`src/rtl/esc_class_fsm.sv`:
```
module esc_class_fsm #(
  parameter int CNT_W = 32,
  parameter int N_SIG = 4
) (
  input  logic                 clk_i,
  input  logic                 rst_ni,
  input  logic                 irq_pending_i,
  input  logic                 accum_trig_i,
  input  logic                 clr_i,
  input  logic                 clr_en_wipe_i,
  input  logic                 esc_en_i,
  input  logic                 lock_i,
  input  logic [CNT_W-1:0]     timeout_cyc_i,
  input  logic [4*CNT_W-1:0]   phase_cyc_i,
  input  logic [N_SIG-1:0]     sig_en_i,
  input  logic [2*N_SIG-1:0]   sig_map_i,
  output logic [N_SIG-1:0]     esc_o,
  output logic [2:0]           state_o,
  output logic [CNT_W-1:0]     cnt_o,
  output logic                 clr_en_o
);

  localparam logic [2:0] ST_IDLE = 3'b000;
  localparam logic [2:0] ST_TMO  = 3'b001;
  localparam logic [2:0] ST_TERM = 3'b011;
  localparam logic [2:0] ST_P0   = 3'b100;
  localparam logic [2:0] ST_P3   = 3'b111;

  logic [2:0]       state_q, state_d;
  logic [CNT_W-1:0] cnt_q, cnt_d;
  logic             clr_en_q;
  logic [CNT_W:0]   cnt_inc;
  logic [CNT_W-1:0] cur_len;
  logic             trig, abort, in_phase, counting, fire;

  assign trig     = accum_trig_i && esc_en_i;
  assign abort    = clr_i && clr_en_q;
  assign in_phase = state_q[2];
  assign cnt_inc  = {1'b0, cnt_q} + 1'b1;
  assign cur_len  = phase_cyc_i[state_q[1:0]*CNT_W +: CNT_W];
  assign counting = in_phase || (state_q == ST_TMO);
  assign fire     = (state_d == ST_P0) && (state_q == ST_IDLE || state_q == ST_TMO);

  always_comb begin
    state_d = state_q;
    unique case (state_q)
      ST_IDLE: begin
        if (trig) state_d = ST_P0;
        else if (irq_pending_i && esc_en_i && timeout_cyc_i != '0) state_d = ST_TMO;
      end
      ST_TMO: begin
        if (trig) state_d = ST_P0;
        else if (!irq_pending_i) state_d = ST_IDLE;
        else if (cnt_inc >= {1'b0, timeout_cyc_i}) state_d = ST_P0;
      end
      ST_TERM: if (abort) state_d = ST_IDLE;
      3'b100, 3'b101, 3'b110, 3'b111: begin
        if (abort) state_d = ST_IDLE;
        else if (cnt_inc >= {1'b0, cur_len}) state_d = (state_q == ST_P3) ? ST_TERM : state_q + 3'd1;
      end
      default: state_d = ST_IDLE;
    endcase
  end

  assign cnt_d = (state_d != state_q || !counting) ? '0 : cnt_inc[CNT_W-1:0];

  always_ff @(posedge clk_i or negedge rst_ni) begin
    if (!rst_ni) begin
      state_q  <= ST_IDLE;
      cnt_q    <= '0;
      clr_en_q <= 1'b1;
    end else begin
      state_q  <= state_d;
      cnt_q    <= cnt_d;
      clr_en_q <= clr_en_q && !clr_en_wipe_i && !(fire && lock_i);
    end
  end

  for (genvar g = 0; g < N_SIG; g++) begin : g_sig
    assign esc_o[g] = sig_en_i[g] && in_phase && (state_q[1:0] == sig_map_i[2*g +: 2]);
  end

  assign state_o  = state_q;
  assign cnt_o    = cnt_q;
  assign clr_en_o = clr_en_q;

  a_r2_legal_code: assert property (@(posedge clk_i) disable iff (!rst_ni)
    state_o != 3'b010);
  a_r9_flag_sticky: assert property (@(posedge clk_i) disable iff (!rst_ni)
    !clr_en_o |=> !clr_en_o);
  a_r8_locked_no_abort: assert property (@(posedge clk_i) disable iff (!rst_ni)
    (state_o[2] && !clr_en_o) |=> state_o != ST_IDLE);
  a_r11_quiet_outside_phase: assert property (@(posedge clk_i) disable iff (!rst_ni)
    !state_o[2] |-> esc_o == '0);
  a_r12_terminal_hold: assert property (@(posedge clk_i) disable iff (!rst_ni)
    (state_o == ST_TERM && !clr_i) |=> state_o == ST_TERM);
  a_r13_zero_on_entry: assert property (@(posedge clk_i) disable iff (!rst_ni)
    (state_o != $past(state_o)) |-> cnt_o == '0);
  a_r5_irq_abort: assert property (@(posedge clk_i) disable iff (!rst_ni)
    (state_o == ST_TMO && !irq_pending_i && !(accum_trig_i && esc_en_i)) |=> state_o == ST_IDLE);
  a_r10_lock_drops_flag: assert property (@(posedge clk_i) disable iff (!rst_ni)
    (state_o == ST_IDLE && accum_trig_i && esc_en_i && lock_i) |=> !clr_en_o);

endmodule

```
`config.mk`:
```
export PLATFORM = sky130hd
export DESIGN_NAME = esc_class_fsm
export DESIGN_NICKNAME = d
export VERILOG_FILES = /design/src/rtl/esc_class_fsm.sv
export SDC_FILE = /design/constraint.sdc
export NUM_CORES = 1
export LEC_CHECK = 0
export ABC_AREA = 1
export CAP_MARGIN = 20
export CORE_MARGIN = 10
export CORE_UTILIZATION = 46
export CTS_CLUSTER_SIZE = 8
export DETAILED_ROUTE_END_ITERATION = 8
export DONT_BUFFER_PORTS = 1
export PLACE_DENSITY = 0.72
export SLEW_MARGIN = 40
export SYNTH_ARGS = -nofsm -noshare
export SYNTH_HDL_FRONTEND = slang
export SYNTH_SLANG_ARGS = --single-unit
```
`constraint.sdc`:
```
create_clock -name clk_i -period 4.5 [get_ports clk_i]
set_clock_uncertainty 0.1 [all_clocks]
set_input_delay 0.225 -clock clk_i [delete_from_list [all_inputs] [get_ports clk_i]]
set_output_delay 0.225 -clock clk_i [all_outputs]
set_load 0.01 [all_outputs]
```
==> impl_results.md <==
- Maximum VDD drop: 0.397 mV
- CTS tree: built
- R2R depth: 27
- Data arrival, critical path: 4390 ps
- Slew Viols, Final: 0
- WP data required: 4610 ps
- Setup slack, reg-to-reg: 230 ps
- Internal cell power: 1.01 mW
- Slowest stage cell, crit path: dfrtp_1
- Syn nets: 1,074
- Worst Hold Launch: irq_pending_i
- Status: complete, no violations
- Placed Area: 5570 µm²
- Post-Synthesis Cell Area: 5410 µm²
- Slew HR: 52.4%
- Routed length per instance: 18.4 µm
- DP Worst Slack: 230 ps
- DRC violations left: 0
- CP Capture Type: flop
- Tmin final: 4270 ps
- Stages on worst setup path: 27
- TritonCTS Sinks: 36
- Reg2reg end: cnt_o[4]
- Crit path from: cnt_o[1]
- CP endpoint: cnt_o[4]
- Initial antenna violation count: 0
- Avg Cell Area, Syn: 6.57 µm²
- Reg clk slew, reported paths: 60 ps
- Final worst-path setup slack: 226 ps
- Measured slew at the worst slew-check pin: 713 ps
- Cell Rows: 39
- Pwr dens: 313 nW/µm²
- Clk Latency, worst-skew pair: 280 ps
- GRT overflow: 0
- Gp weighted congestion: 0.959
- Final hold violation count: 0
- Final period utilization: 95.0%
- Dpl hpwl: 14,700 µm
- P_leak: 3.20 nW
- Area grow syn2layout: 12.0%
- PortBufs: 0
- Share of post-route cells with drive strength above 1: 14.8%
- Ant. Diodes: 0
- Max Buffers Root-to-Sink: 2
- CP max FO: 7
- Psw: 0.881 mW
- Startpoint type of the worst setup path: flop
- Buf+Inv Stages, Crit Path: 3
- Total CTS buffers: 5
- First-pass GRT wire length: 27,000 µm
- Max Cap Violations: 0
- I/O Pins: 220
- Worst hold slack: 161 ps
- Sw Share: 46.5%
- Die area: 16,500 µm²
- Total number of vias: 5,284
- Final WL: 17,900 µm
- Crit path max-delay family: simple AND/OR/NAND/NOR gates
- Core box area: 11,500 µm²
- Layout Utilization: 52.8%
- Fmax: 234 MHz
- Logic pwr share: 60.0%
- Initial core utilization: 47.1%
- Largest net degree at the start of global routing: 73
- DRT antenna net count: 0
- Design area: 6060 µm²
- First-pass detailed-route iteration total: 5
- Critical path type: flop to flop
- Chip width: 128 µm
- Post-synth cell types: 38
- Final setup fails: 0
- Vias in the first global route: 5,097
- Sequential element share of the synthesized area: 16.7%
- FF-to-FF Start: cnt_o[1]
- Clk network pwr share: 21.4%
- Clock Tree Root: clkbuf_16
- Die Y: 128 µm
- Crit-path max cell delay: 420 ps
- # nets final: 1,082
- Synth Warn #: 0
- Yosys reg bits: 36
- CP most frequent cell: nand2_2
- GRT Total Usage: 20.1%
- Vias/cell: 5.42
- Reg power frac: 18.7%
- Cells after Synth: 823
- DRT iter0 DRCs: 331
- Worst hold path type: primary input to flop
- CTS H-tree depth: 2
-- synthesized netlist by cell type, drive strengths merged --
cell type,count,area (µm²)
nand2,251,972
or3,1,6.26
clkinv,1,3.75
xnor2,5,43.8
nand3,38,230
o22ai,2,12.5
a21o,1,7.51
and3,1,6.26
clkbuf,18,67.6
dfstp,1,26.3
buf,9,67.6
inv,124,465
nand3b,1,7.51
nand4,13,81.3
nor2,98,583
a32o,31,310
a21oi,58,294
dfrtp,35,876
o21a,3,22.5
nor4,2,12.5
ha,71,888
o21ai,8,40.0
o21bai,2,15.0
xor2,29,254
nor3,19,105
and2,1,6.26
-- power by group through the flow --
stage	Clock [mW]	Combinational, mW	Sequential, mW
finish	0.405	1.14	0.353
detailed placement	0	1.04	0.356
global route	0.424	1.27	0.355
global placement	0	1.03	0.356
floorplan	0	0.804	0.358
CTS	0.413	1.06	0.350
-- through the flow --
| step | cells | total power, mW | setup TNS, ps |
|---|---|---|---|
| final | 975 | 1.89 | 0 |
| after global routing | 975 | 2.05 | -439 |
| after CTS | 963 | 1.82 | 0 |
| after detailed placement | 952 | 1.40 | 0 |
| after global placement | 952 | 1.39 | 0 |
| after floorplan | 823 | 1.16 | 0 |
-- final cells by class --
cell class | instances | area [µm²]
clock buffers | 5 | 125
clock inverters | 3 | 42.5
fillers | 1114 | 5410
inverters | 125 | 469
multi-input cells | 635 | 4040
flip-flops and latches | 36 | 907
well taps | 143 | 179
repair buffers | 28 | 292
-- sequential cells by signal, indices dropped and copies added (netlist names) --
signal	cells
state_o	3
clr_en_o	1
cnt_o	32
-- worst min path at each step --
stage / endpoint / slack (ps) / cells past startpoint
floorplan: cnt_o[0] / -170 / 0
global placement: state_o[2] / -170 / 0
finish: state_o[2] / 160 / 4
CTS: state_o[2] / 160 / 4
global route: state_o[2] / 210 / 4
detailed placement: state_o[1] / -170 / 0
-- layer usage --
layer  track usage (%)  part of all wire, %
met2              34.5                   49
met4              3.11                 0.75
met1              25.1                   42
met5                 0                    0
met3              5.05                  8.0
-- repair_timing --
| item | 4_1_cts | 5_1_grt |
|---|---|---|
| resized for setup | 0 | 34 |
| hold buffers | 3 | 0 |
| hold endpoints to repair | 37 | 0 |
| buffers inserted | 0 | 9 |
| endpoints found under the setup margin | 0 | 33 |
-- kinds of logic (layout without fill, tap and decap cells) --
family,Yosys count,count (layout),synth area share (%)
AND/OR/NAND/NOR,425,425,37.2
buffers and inverters,152,161,11.2
AO/OA/AOI/OAI,105,105,13.0
adder cells (fa/ha/maj),71,71,16.4
flip-flops,36,36,16.7
XOR/XNOR,34,34,5.51
-- cells in the final DEF (no fill, tap or decap), types with 5 or more instances in the layout --
| cell | instances |
|---|---|
| xnor2_1 | 5 |
| nand3_1 | 29 |
| a32o_1 | 31 |
| nand3_2 | 7 |
| nand4_1 | 13 |
| clkbuf_16 | 7 |
| dfrtp_1 | 31 |
| buf_4 | 20 |
| nor2_1 | 54 |
| xor2_1 | 28 |
| nand2_1 | 238 |
| nor2_2 | 18 |
| nor2_4 | 26 |
| o21ai_0 | 8 |
| nand2_2 | 12 |
| inv_1 | 119 |
| nor3_1 | 14 |
| ha_1 | 68 |
| a21oi_1 | 57 |
| inv_2 | 6 |
-- worst min-delay path, delay by kind of cell --
kind / cells / cell delay, ps
and+or+nand+nor: 2 / 150
buffers and inverters: 1 / 70
AOI/OAI and AO/OA: 1 / 60
(Power assumes the default switching activity.)
